--- src/rtl/cfg_txn_pkg.sv ---
package cfg_txn_pkg;

  localparam int WORD_W       = 32;
  localparam int DEV_W        = 12;
  localparam int MB_OSC_COUNT = 6;

  localparam logic [WORD_W-1:0] MAIN_VOLT_UV = 32'd3300000;
  localparam logic [WORD_W-1:0] CTRL_KEEP    = 32'h7FF3_FFFF;

  localparam logic [5:0] FN_OSC      = 6'd1;
  localparam logic [5:0] FN_VOLT     = 6'd2;
  localparam logic [5:0] FN_VSRC     = 6'd7;
  localparam logic [5:0] FN_SHUTDOWN = 6'd8;
  localparam logic [5:0] FN_REBOOT   = 6'd9;
  localparam logic [5:0] FN_DISPMODE = 6'd11;

  localparam logic [1:0] SITE_MAIN     = 2'd0;
  localparam logic [1:0] SITE_DAUGHTER = 2'd1;

  typedef struct packed {
    logic             launch;
    logic             wr;
    logic [3:0]       chan;
    logic [5:0]       func;
    logic [1:0]       unused;
    logic [1:0]       site;
    logic [3:0]       pos;
    logic [DEV_W-1:0] dev;
  } cfg_ctrl_t;

  typedef enum logic [2:0] {
    ACT_NONE,
    ACT_OSC,
    ACT_VOLT,
    ACT_SHUTDOWN,
    ACT_REBOOT,
    ACT_ACCEPT
  } txn_act_e;

  function automatic logic [WORD_W-1:0] ctrl_store_value(input logic [WORD_W-1:0] w);
    return w & CTRL_KEEP;
  endfunction

  function automatic logic [WORD_W-1:0] main_osc_reset(input int idx);
    if (idx == 0) return 32'd50000000;
    if (idx == 1) return 32'd23750000;
    return 32'd24000000;
  endfunction

  function automatic logic [1:0] status_after(input logic ok);
    return {~ok, 1'b1};
  endfunction

endpackage

--- src/rtl/cfg_txn_decode.sv ---
module cfg_txn_decode
  import cfg_txn_pkg::*;
#(
  parameter int DB_OSC_COUNT  = 2,
  parameter int DB_VOLT_COUNT = 2
) (
  input  cfg_ctrl_t ctrl,
  output logic      txn_ok,
  output txn_act_e  txn_act
);

  localparam logic [DEV_W-1:0] MB_OSC_LIM  = DEV_W'(MB_OSC_COUNT);
  localparam logic [DEV_W-1:0] DB_OSC_LIM  = DEV_W'(DB_OSC_COUNT);
  localparam logic [DEV_W-1:0] DB_VOLT_LIM = DEV_W'(DB_VOLT_COUNT);

  logic route_ok;
  logic on_main;
  logic main_dev0;
  logic osc_in_range;
  logic volt_in_range;

  always_comb begin
    on_main       = (ctrl.site == SITE_MAIN);
    route_ok      = (ctrl.chan == 4'd0) && (ctrl.pos == 4'd0) &&
                    (on_main || ctrl.site == SITE_DAUGHTER);
    main_dev0     = on_main && (ctrl.dev == '0);
    osc_in_range  = on_main ? (ctrl.dev < MB_OSC_LIM) : (ctrl.dev < DB_OSC_LIM);
    volt_in_range = on_main ? (ctrl.dev == '0) : (ctrl.dev < DB_VOLT_LIM);

    txn_act = ACT_NONE;
    if (route_ok) begin
      case (ctrl.func)
        FN_OSC:      if (osc_in_range) txn_act = ACT_OSC;
        FN_VOLT:     if (!ctrl.wr && volt_in_range) txn_act = ACT_VOLT;
        FN_VSRC,
        FN_DISPMODE: if (ctrl.wr && main_dev0) txn_act = ACT_ACCEPT;
        FN_SHUTDOWN: if (ctrl.wr && main_dev0) txn_act = ACT_SHUTDOWN;
        FN_REBOOT:   if (ctrl.wr && main_dev0) txn_act = ACT_REBOOT;
        default:     txn_act = ACT_NONE;
      endcase
    end
    txn_ok = (txn_act != ACT_NONE);
  end

endmodule

--- src/rtl/cfg_osc_table.sv ---
module cfg_osc_table
  import cfg_txn_pkg::*;
#(
  parameter int                        DB_COUNT = 2,
  parameter logic [DB_COUNT*WORD_W-1:0] DB_INIT = '0
) (
  input  logic              clk,
  input  logic              rst_n,
  input  logic              wr_en,
  input  logic              sel_daughter,
  input  logic [DEV_W-1:0]  idx,
  input  logic [WORD_W-1:0] wr_data,
  output logic [WORD_W-1:0] rd_data
);

  logic [WORD_W-1:0] mb_val [MB_OSC_COUNT];
  logic [WORD_W-1:0] db_val [DB_COUNT];

  for (genvar i = 0; i < MB_OSC_COUNT; i++) begin : g_main
    logic [WORD_W-1:0] entry_q;
    always_ff @(posedge clk or negedge rst_n) begin
      if (!rst_n) begin
        entry_q <= main_osc_reset(i);
      end else if (wr_en && !sel_daughter && idx == DEV_W'(i)) begin
        entry_q <= wr_data;
      end
    end
    assign mb_val[i] = entry_q;
  end

  for (genvar j = 0; j < DB_COUNT; j++) begin : g_daughter
    logic [WORD_W-1:0] entry_q;
    always_ff @(posedge clk or negedge rst_n) begin
      if (!rst_n) begin
        entry_q <= DB_INIT[j*WORD_W +: WORD_W];
      end else if (wr_en && sel_daughter && idx == DEV_W'(j)) begin
        entry_q <= wr_data;
      end
    end
    assign db_val[j] = entry_q;
  end

  always_comb begin
    rd_data = '0;
    if (sel_daughter) begin
      for (int k = 0; k < DB_COUNT; k++) begin
        if (idx == DEV_W'(k)) rd_data = db_val[k];
      end
    end else begin
      for (int k = 0; k < MB_OSC_COUNT; k++) begin
        if (idx == DEV_W'(k)) rd_data = mb_val[k];
      end
    end
  end

endmodule

--- src/rtl/cfg_volt_source.sv ---
module cfg_volt_source
  import cfg_txn_pkg::*;
#(
  parameter int                         DB_COUNT = 2,
  parameter logic [DB_COUNT*WORD_W-1:0] DB_UV    = '0
) (
  input  logic              sel_daughter,
  input  logic [DEV_W-1:0]  idx,
  output logic [WORD_W-1:0] value
);

  always_comb begin
    value = '0;
    if (sel_daughter) begin
      for (int k = 0; k < DB_COUNT; k++) begin
        if (idx == DEV_W'(k)) value = DB_UV[k*WORD_W +: WORD_W];
      end
    end else if (idx == '0) begin
      value = MAIN_VOLT_UV;
    end
  end

endmodule

--- src/rtl/cfg_txn_ctrl.sv ---
module cfg_txn_ctrl
  import cfg_txn_pkg::*;
#(
  parameter int                              ADDR_W        = 12,
  parameter logic [ADDR_W-1:0]               ADDR_DATA     = ADDR_W'(12'hA0),
  parameter logic [ADDR_W-1:0]               ADDR_CTRL     = ADDR_W'(12'hA4),
  parameter logic [ADDR_W-1:0]               ADDR_STAT     = ADDR_W'(12'hA8),
  parameter int                              DB_OSC_COUNT  = 2,
  parameter logic [DB_OSC_COUNT*32-1:0]      DB_OSC_INIT   = {32'd40000000, 32'd60000000},
  parameter int                              DB_VOLT_COUNT = 2,
  parameter logic [DB_VOLT_COUNT*32-1:0]     DB_VOLT_UV    = {32'd1000000, 32'd900000}
) (
  input  logic              clk,
  input  logic              rst_n,
  input  logic              bus_valid,
  input  logic              bus_write,
  input  logic [ADDR_W-1:0] bus_addr,
  input  logic [31:0]       bus_wdata,
  output logic [31:0]       bus_rdata,
  output logic              shutdown_req,
  output logic              reboot_req
);

  logic [WORD_W-1:0] data_q;
  logic [WORD_W-1:0] ctrl_q;
  logic [1:0]        status_q;
  logic [WORD_W-1:0] rdata_q;
  logic              exec_pending;
  logic              shutdown_q;
  logic              reboot_q;

  cfg_ctrl_t         ctrl_f;
  logic              wr_data_hit;
  logic              wr_ctrl_hit;
  logic              wr_stat_hit;
  logic              launch;
  logic              txn_ok;
  txn_act_e          txn_act;
  logic [WORD_W-1:0] osc_rd;
  logic [WORD_W-1:0] volt_rd;
  logic              osc_we;
  logic              load_data;
  logic [WORD_W-1:0] read_result;
  logic [WORD_W-1:0] rd_mux;

  assign ctrl_f      = cfg_ctrl_t'(ctrl_q);
  assign wr_data_hit = bus_valid && bus_write && (bus_addr == ADDR_DATA);
  assign wr_ctrl_hit = bus_valid && bus_write && (bus_addr == ADDR_CTRL);
  assign wr_stat_hit = bus_valid && bus_write && (bus_addr == ADDR_STAT);
  assign launch      = wr_ctrl_hit && bus_wdata[31] && !exec_pending;

  cfg_txn_decode #(
    .DB_OSC_COUNT (DB_OSC_COUNT),
    .DB_VOLT_COUNT(DB_VOLT_COUNT)
  ) decode_i (
    .ctrl   (ctrl_f),
    .txn_ok (txn_ok),
    .txn_act(txn_act)
  );

  assign osc_we = exec_pending && (txn_act == ACT_OSC) && ctrl_f.wr;

  cfg_osc_table #(
    .DB_COUNT(DB_OSC_COUNT),
    .DB_INIT (DB_OSC_INIT)
  ) osc_i (
    .clk         (clk),
    .rst_n       (rst_n),
    .wr_en       (osc_we),
    .sel_daughter(ctrl_f.site == SITE_DAUGHTER),
    .idx         (ctrl_f.dev),
    .wr_data     (data_q),
    .rd_data     (osc_rd)
  );

  cfg_volt_source #(
    .DB_COUNT(DB_VOLT_COUNT),
    .DB_UV   (DB_VOLT_UV)
  ) volt_i (
    .sel_daughter(ctrl_f.site == SITE_DAUGHTER),
    .idx         (ctrl_f.dev),
    .value       (volt_rd)
  );

  assign read_result = (txn_act == ACT_OSC) ? osc_rd : volt_rd;
  assign load_data   = exec_pending && !ctrl_f.wr &&
                       (txn_act == ACT_OSC || txn_act == ACT_VOLT);

  always_ff @(posedge clk or negedge rst_n) begin
    if (!rst_n) begin
      data_q       <= '0;
      ctrl_q       <= '0;
      status_q     <= '0;
      exec_pending <= 1'b0;
      shutdown_q   <= 1'b0;
      reboot_q     <= 1'b0;
    end else begin
      exec_pending <= launch;
      shutdown_q   <= exec_pending && (txn_act == ACT_SHUTDOWN);
      reboot_q     <= exec_pending && (txn_act == ACT_REBOOT);
      if (exec_pending) begin
        status_q <= status_after(txn_ok);
        if (load_data) data_q <= read_result;
      end else begin
        if (wr_data_hit) data_q   <= bus_wdata;
        if (wr_ctrl_hit) ctrl_q   <= ctrl_store_value(bus_wdata);
        if (wr_stat_hit) status_q <= bus_wdata[1:0];
        if (launch)      status_q <= 2'b00;
      end
    end
  end

  always_comb begin
    if (bus_addr == ADDR_DATA)      rd_mux = data_q;
    else if (bus_addr == ADDR_CTRL) rd_mux = ctrl_q;
    else if (bus_addr == ADDR_STAT) rd_mux = {30'd0, status_q};
    else                            rd_mux = '0;
  end

  always_ff @(posedge clk or negedge rst_n) begin
    if (!rst_n) rdata_q <= '0;
    else if (bus_valid && !bus_write) rdata_q <= rd_mux;
  end

  assign bus_rdata    = rdata_q;
  assign shutdown_req = shutdown_q;
  assign reboot_req   = reboot_q;

endmodule

--- config.mk ---
export PLATFORM = sky130hd
export DESIGN_NAME = cfg_txn_ctrl
export DESIGN_NICKNAME = d
export VERILOG_FILES = /design/src/rtl/cfg_txn_pkg.sv /design/src/rtl/cfg_txn_decode.sv /design/src/rtl/cfg_osc_table.sv /design/src/rtl/cfg_volt_source.sv /design/src/rtl/cfg_txn_ctrl.sv
export SDC_FILE = /design/constraint.sdc
export NUM_CORES = 1
export LEC_CHECK = 0
export ABC_AREA = 1
export BUFFER_PORTS_ARGS = -buffer_cell sky130_fd_sc_hd__buf_2
export CAP_MARGIN = 20
export CORE_AREA = 2 2 265 267
export DETAILED_ROUTE_END_ITERATION = 10
export DIE_AREA = 0 0 267 269
export GPL_ROUTABILITY_DRIVEN = 0
export SLEW_MARGIN = 30
export SYNTH_ARGS = -nofsm -noshare
export SYNTH_HDL_FRONTEND = slang
export SYNTH_SLANG_ARGS = --single-unit
--- constraint.sdc ---
create_clock -name clk -period 3.3 [get_ports clk]
set_input_delay 0.33 -clock clk [delete_from_list [all_inputs] [get_ports clk]]
set_output_delay 0.33 -clock clk [all_outputs]
set_load 0.01 [all_outputs]
# == Word level (Yosys, flattened, before mapping) ==
# Cells that the tools add are included.
# Widths: inputs -> output; s select.
# op_classes
n_eq_ne,20
n_lt_le_gt_ge,2
n_reduce_logical,44
n_bitwise,2
n_mux,32
# ops
op,count
$mux 32,15
$mux 20,2
$eq 12x8->1 const B,3
$mux 31,1
$logic_and 1x1->1,28
$eq 12x2->1 const B,2
$eq 12x3->1 const B,2
$mux 22,1
$eq 6x4->1 const B,3
$pmux 3 s5,1
$eq 12x1->1 const B,1
$logic_not 12->1,1
$lt 12x2->1 const B,1
$lt 12x3->1 const B,1
$mux 2,6
$mux 3,3
$logic_not 4->1,2
$eq 3x2->1 const B,2
$eq 6x1->1 const B,1
$eq 6x2->1 const B,1
$eq 6x3->1 const B,1
$reduce_bool 3->1,2
$logic_not 1->1,4
$reduce_and 2->1,2
10 further kinds,14
# word_totals
reg_bits,354
inputBits,48

# == Depth between registers and ports, before layout ==
# Gate-level depths: netlist (run 1).
# depth
depth_word,11
mapped_depth,17
mapped_depth_nobuf,17

# == By module ==
# Synthesis (run 1) repeated with hierarchy kept, for this count alone.
# unflattened
hier_cells,2262
area_unflattened_um2,17568.1
# by_module_without_submodules
mod,instances,area_each_um2,seq_area_each_um2,cells_per_inst
cfg_osc_table,1,11970.2,6508.7,1493
cfg_txn_ctrl,1,4918.5,2452.4,644
cfg_txn_decode,1,374.1,0.0,74
cfg_volt_source,1,305.3,0.0,51

# == Worst setup path before layout (run 1) ==
# Ideal clock, no wire load.
# synth_timing
path_kind,register to register
startpoint,reg ctrl_q[7] (netlist: ctrl_f[7])
endpoint,reg osc_i.g_main[5].entry_q[5]
t_arrival_ns,1.982
path_buffers,1
setup_time_ns,0.123
stages_incl_launch_ff,14
required_time_ns,3.177
period_less_slack_ns,2.105
slack_ns,1.195
cell_sequence,dfrtp_1 -> nor2_2 -> nand2_2 -> nor2_8 -> nand2_8 -> nor2_8 -> nand3_4 -> nand2_4 -> nand3_4 -> nor2_8 -> nand3_4 -> buf_6 -> nand2_1 -> o21ai_2
# synth_via
elab_chain_cells,11
elab_cells_between_ends,21
cone_classes,order compare (2); eq/ne (2); mux (9); reduce/logical (8)
# synth_rtl
element,line_no,source
from (decl),cfg_txn_ctrl.sv:25,logic [WORD_W-1:0] ctrl_q;
from (signal assigned),cfg_txn_ctrl.sv:106,if (wr_ctrl_hit) ctrl_q <= ctrl_store_value(bus_wdata);
$lt 12x2->1 / $logic_not 12->1 (equally long branches),"cfg_txn_decode.sv:27, cfg_txn_decode.sv:28, cfg_txn_decode.sv:26",
$mux 1 / $logic_and 1x1->1 (equally long branches),"cfg_txn_decode.sv:28, cfg_txn_decode.sv:26",
"$logic_and 1x1->1, on equally long branches",-,
$mux 2 (tied with other cells),cfg_txn_decode.sv:34,FN_VOLT: if (!ctrl.wr && volt_in_range) txn_act = ACT_VOLT;
$pmux 3 s5,cfg_txn_decode.sv:32,case (ctrl.func)
$mux 3,cfg_txn_decode.sv:31,if (route_ok) begin
$eq 3x1->1,cfg_txn_ctrl.sv:61,assign osc_we = exec_pending && (txn_act == ACT_OSC) && ctrl_f.wr;
$logic_and 1x1->1 (2 in series),cfg_txn_ctrl.sv:61,
$logic_and 1x1->1,cfg_osc_table.sv:24,end else if (wr_en && !sel_daughter && idx == DEV_W'(i)) begin
$logic_and 1x1->1 (*),cfg_osc_table.sv:24,
to (signal assigned),cfg_osc_table.sv:23,entry_q <= main_osc_reset(i);
to (signal assigned),cfg_osc_table.sv:25,entry_q <= wr_data;
to (decl),cfg_osc_table.sv:20,logic [WORD_W-1:0] entry_q;
# Every way passes the cells marked *; elsewhere a longest branch is shown, timed or not.
# A chain may end at the register's enable or synchronous reset.

# == Worst setup path in the final report (run 1) ==
# layout_timing
startpoint,reg ctrl_q[7] (netlist: ctrl_f[7])
endpoint,reg osc_i.g_daughter[1].entry_q[19]
# layout_via
elab_chain_cells,11
elab_cells_between_ends,21
cone_classes,order compare (2); eq/ne (2); mux (9); reduce/logical (8)
# layout_rtl
element,line_no,source
$lt 12x2->1 / $logic_not 12->1 (equally long branches),"cfg_txn_decode.sv:27, cfg_txn_decode.sv:28, cfg_txn_decode.sv:26",
$mux 1 / $logic_and 1x1->1 (equally long branches),"cfg_txn_decode.sv:28, cfg_txn_decode.sv:26",
"$logic_and 1x1->1, on equally long branches",-,
$mux 2 (tied with other cells),cfg_txn_decode.sv:34,
$pmux 3 s5,cfg_txn_decode.sv:32,
$mux 3,cfg_txn_decode.sv:31,
$eq 3x1->1,cfg_txn_ctrl.sv:61,
$logic_and 1x1->1 (2 in series),cfg_txn_ctrl.sv:61,
$logic_and 1x1->1,cfg_osc_table.sv:36,end else if (wr_en && sel_daughter && idx == DEV_W'(j)) begin
$logic_and 1x1->1 (*),cfg_osc_table.sv:36,
to (signal assigned),cfg_osc_table.sv:35,entry_q <= DB_INIT[j*WORD_W +: WORD_W];
to (signal assigned),cfg_osc_table.sv:37,entry_q <= wr_data;
to (decl),cfg_osc_table.sv:32,logic [WORD_W-1:0] entry_q;
# Marked as above.

==> run_results.csv, run 1 <==
group,metric,value,unit
status,outcome,"finished, final reports clean",
grt,grt_first_pass_wirelength,77.5,mm
timing,minimum_period_implied_by_the_final_worst_setup_slack,2.94,ns
clock_tree,tritoncts,"done",
logic_synthesis,yosys-top-cells-count,"sky130_fd_sc_hd__nand2_1, sky130_fd_sc_hd__dfrtp_1, sky130_fd_sc_hd__o21ai_1, sky130_fd_sc_hd__inv_1, sky130_fd_sc_hd__nor2_1",
worst_setup_path,cp_max_fo,33,
logic_synthesis,synth_area_leaders,"sky130_fd_sc_hd__dfrtp_1, sky130_fd_sc_hd__nand2_1, sky130_fd_sc_hd__dfstp_2",
timing,final_min_period_over_clock_period,0.892,
placement,dpl.hpwl,32.0,mm
routing,drc,0,
clock_tree,cts.clk_slew.worst_paths,0.07,ns
worst_setup_path,critPathArrivalTime,3.34,ns
cells_and_area,antenna_diodes,0,
routing,postRouteWirelength,48.6,mm
floorplan,core_region_area,0.0693,mm²
logic_synthesis,yosys.cell_types.count,41,
logic_synthesis,yosys_most_used_dff,"sky130_fd_sc_hd__dfrtp_1",
placement,place.port_buffers,81,
cells_and_area,drive_gt1_frac,0.161,
grt,grt_max_degree,84,
floorplan,design.portCount,82,
clock_tree,hold_buffers,1,
floorplan,fp.dieW,267,µm
timing,max_clock_freq,340,MHz
worst_setup_path,setup.worst_path.end_class,"flop",
grt,antenna_violations_before_repair,0,
grt,gr-usage-all-layers,0.137,
routing,vias,13828,
floorplan,start_util,0.246,
placement,dpl_worst_slack,0.363,ns
logic_synthesis,biggest_area_consumer_among_synthesized_cells,"sky130_fd_sc_hd__dfrtp_1",
timing,setup_repair_after_global_routing_missed_its_margin,"false",
routing,drtPass1Iterations,7,
cells_and_area,filler_cell_count,7400,
power_and_ir_drop,power.static_leakage,9.11,nW
logic_synthesis,synthesis.area,0.0171,mm²
floorplan,placement_rows,97,
clock_tree,clock_tree.root_cell,"sky130_fd_sc_hd__clkbuf_16",
timing,fin_setup_tns,0,ns
logic_synthesis,yosys.area.top_type_share,0.399,
logic_synthesis,synth_sequential_area_ratio,0.526,
timing,timing_max_transition_violations_final,0,
power_and_ir_drop,peakVddDrop,293,µV
routing,initial_drc_count,1177,
logic_synthesis,ys_ff_latch,354,
clock_tree,cts_setup_buffers,0,
routing,number_of_nets_with_antenna_violations_after_detailed_routing,0,
clock_tree,postCtsResizedCells,0,
timing,timing.final.ws_setup,0.356,ns
logic_synthesis,synthesized_instance_count,2036,
routing,detail_route.wl_per_cell,15.8,µm
logic_synthesis,yosysWarnings,0,
timing,finClkSkew,0.0194,ns
flow_run,max_cap_viol_count,0,
logic_synthesis,synth_enable_flop_cells,0,
cells_and_area,syn2layout_area_growth,16.0,%
power_and_ir_drop,power.density,461,mW/mm²
worst_hold_path,timing.hold.worst.class,"input pin to flop",
cells_and_area,nets,2148,
power_and_ir_drop,finalPower,9.12,mW
floorplan,design.die.area,0.0718,mm²
floorplan,die_height,269,µm
logic_synthesis,asyncSetResetFlopFracSynth,1.00,
logic_synthesis,synth.most_common_cell,"sky130_fd_sc_hd__nand2_1",
timing,slew_headroom,0.371,
clock_tree,clock_latency_late_sink,0.55,ns
timing,worst_slew_pin_slew,0.941,ns
logic_synthesis,synthesized_nets,2084,
routing,vias_per_cell,4.50,
worst_setup_path,kind_of_launch_point_of_the_worst_setup_path,"flop",
grt,grt_pass1_vias,13246,
logic_synthesis,post_synth.cell_area_avg,8.37,µm²
timing,finalHoldViolCount,0,
clock_tree,clock_tree.buffer_depth,3,
timing,setup_violations_final,0,
clock_tree,cts_made_buffers,38,
grt,gr-total-overflow,0,
clock_tree,clock_sink_count,354,
worst_setup_path,critical_path_required,3.69,ns
clock_tree,clock_h_tree_levels,2,
worst_setup_path,critPathKind,"flop to flop",
[cell type report]
class | count | area (µm²) | area share
flip-flops and latches | 354 | 8960 | 0.453
multi-input cells | 1369 | 6640 | 0.336
clock buffers | 64 | 1200 | 0.0608
well taps | 940 | 1180 | 0.0594
repair buffers | 136 | 968 | 0.0489
inverters | 201 | 754 | 0.0381
clock inverters | 6 | 83.8 | 0.00424
[flip-flops by register name, indices dropped and copies added, names as in the netlist]
register,flops
shutdown_req,1
exec_pending,1
reboot_req,1
bus_rdata,32
status_q,2
ctrl_f,29
osc_i.g_main.entry_q,192
data_q,32
osc_i.g_daughter.entry_q,64
[metal layers]
layer | wire [µm] | vias up | track usage
li1 | - | 6787 | -
met1 | 22600 | 6643 | 0.191
met2 | 22500 | 331 | 0.219
met3 | 2480 | 67 | 0.0222
met4 | 1050 | 0 | 0.0375
met5 | 0 | - | 0
[where the power goes]
part / total [mW] / internal [mW] / switching [mW]
Combinational: 0.290 / 0.0965 / 0.193
Sequential: 4.41 / 4.39 / 0.0219
Clock: 4.42 / 2.64 / 1.78
[cells by family (layout without fill, tap and decap cells)]
family,Yosys count,after routing,share of synthesized area
flops,354,354,0.526
simple gates,850,850,0.212
compound gates,519,519,0.176
buf+inv,313,407,0.0870
[metrics by stage]
step | std cells | hold WS [ns] | utilization | cell area [µm²]
detailed placement | 2999 | 0.375 | 0.267 | 18500
CTS | 3070 | 0.0153 | 0.286 | 19800
global route | 3070 | 0.0235 | 0.286 | 19800
floorplan | 2036 | 0.0344 | - | 17100
global placement | 2999 | 0.380 | 0.267 | 18500
finish | 3070 | 0.0261 | 0.286 | 19800
[cells in the final DEF, fill, tap and decap left out, types with 3 or more instances in the layout]
| cell type | instances |
|---|---|
| sky130_fd_sc_hd__buf_12 | 11 |
| sky130_fd_sc_hd__clkinv_2 | 3 |
| sky130_fd_sc_hd__inv_2 | 6 |
| sky130_fd_sc_hd__o21ai_2 | 24 |
| sky130_fd_sc_hd__nand3_1 | 53 |
| sky130_fd_sc_hd__clkbuf_1 | 14 |
| sky130_fd_sc_hd__nor2_2 | 6 |
| sky130_fd_sc_hd__nor2_1 | 113 |
| sky130_fd_sc_hd__nand2_2 | 8 |
| sky130_fd_sc_hd__clkinv_1 | 4 |
| sky130_fd_sc_hd__a31oi_1 | 3 |
| sky130_fd_sc_hd__clkbuf_8 | 9 |
| sky130_fd_sc_hd__nand2_1 | 610 |
| sky130_fd_sc_hd__a21oi_1 | 76 |
| sky130_fd_sc_hd__nor2_8 | 3 |
| sky130_fd_sc_hd__nand3_4 | 9 |
| sky130_fd_sc_hd__buf_4 | 43 |
| sky130_fd_sc_hd__inv_1 | 191 |
| sky130_fd_sc_hd__o22ai_1 | 8 |
| sky130_fd_sc_hd__nand2_4 | 3 |
| sky130_fd_sc_hd__nand4_1 | 25 |
| sky130_fd_sc_hd__o21ai_0 | 96 |
| sky130_fd_sc_hd__a21boi_0 | 11 |
| sky130_fd_sc_hd__nor3_2 | 3 |
| sky130_fd_sc_hd__o221ai_1 | 27 |
| sky130_fd_sc_hd__o31ai_1 | 4 |
| sky130_fd_sc_hd__clkbuf_16 | 41 |
| sky130_fd_sc_hd__o211ai_1 | 28 |
| sky130_fd_sc_hd__o21ai_1 | 212 |
| sky130_fd_sc_hd__nor3_1 | 9 |
| sky130_fd_sc_hd__dfstp_2 | 82 |
| sky130_fd_sc_hd__dfrtp_1 | 272 |
| sky130_fd_sc_hd__buf_2 | 80 |
| sky130_fd_sc_hd__o21a_1 | 25 |
[worst max-delay path: stages, from the launching register on]
cell and delay [ns]:
sky130_fd_sc_hd__dfrtp_1 0.40, sky130_fd_sc_hd__nor2_2 0.18, sky130_fd_sc_hd__nand2_2 0.15, sky130_fd_sc_hd__nor2_8 0.32, sky130_fd_sc_hd__nand2_1 0.41, sky130_fd_sc_hd__nor2_2 0.25
sky130_fd_sc_hd__buf_12 0.26, sky130_fd_sc_hd__nand2_1 0.15, sky130_fd_sc_hd__inv_1 0.16, sky130_fd_sc_hd__nand2_4 0.06, sky130_fd_sc_hd__buf_4 0.24, sky130_fd_sc_hd__nand2_1 0.09
sky130_fd_sc_hd__o21ai_0 0.08
[final timing paths]
check,start,endpoint,slack [ns],cells past startpoint
min in group asynchronous,rst_n,osc_i.g_main[0].entry_q[27],0.40,2
setup reg to reg,ctrl_f[7],osc_i.g_daughter[1].entry_q[19],0.36,12
setup / recovery,ctrl_f[7],osc_i.g_daughter[1].entry_q[19],0.36,12
max in group asynchronous,rst_n,osc_i.g_daughter[1].entry_q[22],1.99,3
hold / removal,bus_wdata[17],ctrl_f[17],0.03,3
hold reg to reg,osc_i.g_main[0].entry_q[22],osc_i.g_main[0].entry_q[22],0.47,2
(Power assumes the default switching activity.)
==> inputs of run 2 (changes only) <==
--- a/config.mk
+++ b/config.mk
@@ -12,6 +12,7 @@
 export DETAILED_ROUTE_END_ITERATION = 10
 export DIE_AREA = 0 0 267 269
 export GPL_ROUTABILITY_DRIVEN = 0
+export REMOVE_ABC_BUFFERS = 1
 export SLEW_MARGIN = 30
 export SYNTH_ARGS = -nofsm -noshare
 export SYNTH_HDL_FRONTEND = slang
==> run 2 against run 1 <==
- global-route usage up 1.1 points
- critical endpoint is now osc_i.g_main[4].entry_q[9]
- cell count up 0.29%
- non-clock buffer count up 13
- worst hold slack worse by 0.0037 ns
- combinational power up 4%
- power down 2.5%
- largest power group is now sequential cells
- sequential power about the same
- clock-buffer cell count down 7
- largest cell class unchanged
==> run_results.csv, run 2 (synthesized netlist as in run 1, its figures left out) <==
group,metric,value,unit
timing,finalHoldViolCount,0,
clock_tree,tritoncts,"done",
power_and_ir_drop,power.static_leakage,9.15,nW
floorplan,placement_rows,97,
routing,vias_per_cell,4.57,
clock_tree,cts_made_buffers,37,
routing,initial_drc_count,1243,
timing,setup_repair_after_global_routing_missed_its_margin,"false",
cells_and_area,postLayoutCoreUtil,0.286,
grt,grt_max_degree,79,
clock_tree,cts_setup_buffers,0,
grt,gr-usage-all-layers,0.148,
floorplan,start_util,0.246,
worst_hold_path,worst_hold_path_ep,"ctrl_f[17]",
cells_and_area,ff_latch_area,0.00896,mm²
cells_and_area,syn2layout_area_growth,16.2,%
cells_and_area,max_flop_register,"osc_i.g_main.entry_q",
routing,detail_route.wl_per_cell,17.0,µm
clock_tree,cts.clk_slew.worst_paths,0.06,ns
timing,finClkSkew,0.0147,ns
timing,setup_violations_final,0,
timing,minimum_period_implied_by_the_final_worst_setup_slack,2.94,ns
worst_setup_path,cp_max_fo,36,
grt,grt_first_pass_wirelength,82.3,mm
worst_setup_path,regToRegSetupSlack,0.36,ns
floorplan,core_region_area,0.0693,mm²
power_and_ir_drop,power.density,449,mW/mm²
cells_and_area,filler_cell_count,7418,
cells_and_area,biggestRegsByFlops,"osc_i.g_main.entry_q: 192 flops, osc_i.g_daughter.entry_q: 64 flops",
cells_and_area,nets,2160,
worst_hold_path,timing.hold.worst_path_depth,3,
timing,max_clock_freq,340,MHz
timing,slew_headroom,0.482,
flow_run,max_cap_viol_count,0,
routing,number_of_nets_with_antenna_violations_after_detailed_routing,0,
worst_hold_path,holdCritStartpoint,"bus_wdata[17]",
worst_setup_path,timing.rr.start,"ctrl_f[9]",
routing,postRouteWirelength,52.2,mm
worst_setup_path,setup.worst_path.end_class,"flop",
routing,drc,0,
clock_tree,postCtsResizedCells,0,
clock_tree,hold_buffers,1,
cells_and_area,final_cells,3079,
timing,timing_max_transition_violations_final,0,
worst_setup_path,cpPeakStageDelay,0.40,ns
placement,dpl.hpwl,35.0,mm
routing,drtPass1Iterations,5,
timing,worst_slew_pin_slew,0.777,ns
timing,final_min_period_over_clock_period,0.891,
floorplan,design.portCount,82,
timing,timing.final.ws_setup,0.361,ns
cells_and_area,multi_input_area,0.00663,mm²
power_and_ir_drop,finalPower,8.89,mW
status,outcome,"finished, final reports clean",
cells_and_area,drive_gt1_frac,0.165,
routing,vias,14060,
timing,fin_setup_tns,0,ns
floorplan,die_height,269,µm
worst_setup_path,critPathKind,"flop to flop",
placement,place.port_buffers,81,
grt,gr-total-overflow,0,
worst_setup_path,r2r_cells,14,
clock_tree,clock_latency_late_sink,0.54,ns
clock_tree,clock_tree.root_cell,"sky130_fd_sc_hd__clkbuf_16",
worst_setup_path,critical_path.slowest_cell,"sky130_fd_sc_hd__buf_4",
cells_and_area,most_common_cell_after_layout_fill_and_taps_aside,"sky130_fd_sc_hd__nand2_1",
clock_tree,clock_tree.buffer_depth,3,
floorplan,fp.dieW,267,µm
cells_and_area,most-common-layout-cells,"sky130_fd_sc_hd__nand2_1, sky130_fd_sc_hd__dfrtp_1, sky130_fd_sc_hd__o21ai_1",
floorplan,design.die.area,0.0718,mm²
worst_setup_path,kind_of_launch_point_of_the_worst_setup_path,"flop",
worst_setup_path,critPathArrivalTime,3.39,ns
placement,dpl_worst_slack,0.405,ns
worst_hold_path,timing.hold.worst.class,"input pin to flop",
power_and_ir_drop,peakVddDrop,313,µV
clock_tree,clock_h_tree_levels,2,
cells_and_area,number_of_flip_flops_in_the_largest_register,192,
worst_setup_path,crit-reg2reg-capture,"osc_i.g_main[4].entry_q[9]",
worst_setup_path,timing.critical_path.cells,"nor2_1 > nand2_2 > nor2_8 > nand2_8 > nor3_2 > nand3_1 > nand2_1 > inv_2 > nand3_4 > nor2_8 > nand3_4 > buf_4 > nand2_1 > o21ai_1",
clock_tree,clock_sink_count,354,
placement,placed_cells,3011,
grt,antenna_violations_before_repair,3,
grt,grt_pass1_vias,13693,
worst_setup_path,critical_path_required,3.75,ns
run 2: worst max-delay path by stage:
| stage | from | to | slack (ns) | cells after the start |
|---|---|---|---|---|
| after floorplan | bus_addr[1] | status_q[0] | -1.16 | 8 |
| after global placement | ctrl_f[9] | data_q[14] | 0.46 | 15 |
| after detailed placement | ctrl_f[9] | data_q[14] | 0.41 | 15 |
| after CTS | ctrl_f[9] | data_q[14] | 0.42 | 15 |
| after global routing | ctrl_f[9] | osc_i.g_main[4].entry_q[9] | 0.1 | 14 |
| final | ctrl_f[9] | osc_i.g_main[4].entry_q[9] | 0.36 | 14 |
run 2: routing by layer:
layer	wire, µm	vias up	GRT usage
met4	1490	4	0.0462
met1	24500	6766	0.210
li1	-	6815	-
met5	24	-	0
met2	23100	386	0.229
met3	3100	89	0.0245
run 2: metrics by stage:
step	hold WS, ns	cell area [µm²]
after floorplan	0.0344	16300
after global placement	0.374	18600
after detailed placement	0.369	18600
after CTS	0.0107	19800
after global routing	0.0183	19800
final	0.0224	19800
run 2: worst max-delay path: cells and delay by family, from the launching register on:
family	cells	cell delay [ns]
flops	1	0.38
compound gates	1	0.11
simple gates	11	1.87
buf+inv	2	0.46
run 2: final cells by class:
cell class                      instances  share of cell area
Inverter                              201              0.0381
Clock buffer                           57              0.0551
Antenna cell                            1            0.000126
Clock inverter                          8             0.00467
Sequential cell                       354               0.452
Multi-Input combinational cell       1369               0.335
Tap cell                              940              0.0594
Timing Repair Buffer                  149              0.0555
run 2: power by group:
part | internal [mW] | switching (mW) | leakage [nW] | total [mW]
clock network | 2.43 | 1.76 | 0.582 | 4.19
registers | 4.39 | 0.0200 | 4.36 | 4.41
logic | 0.0957 | 0.205 | 4.22 | 0.301
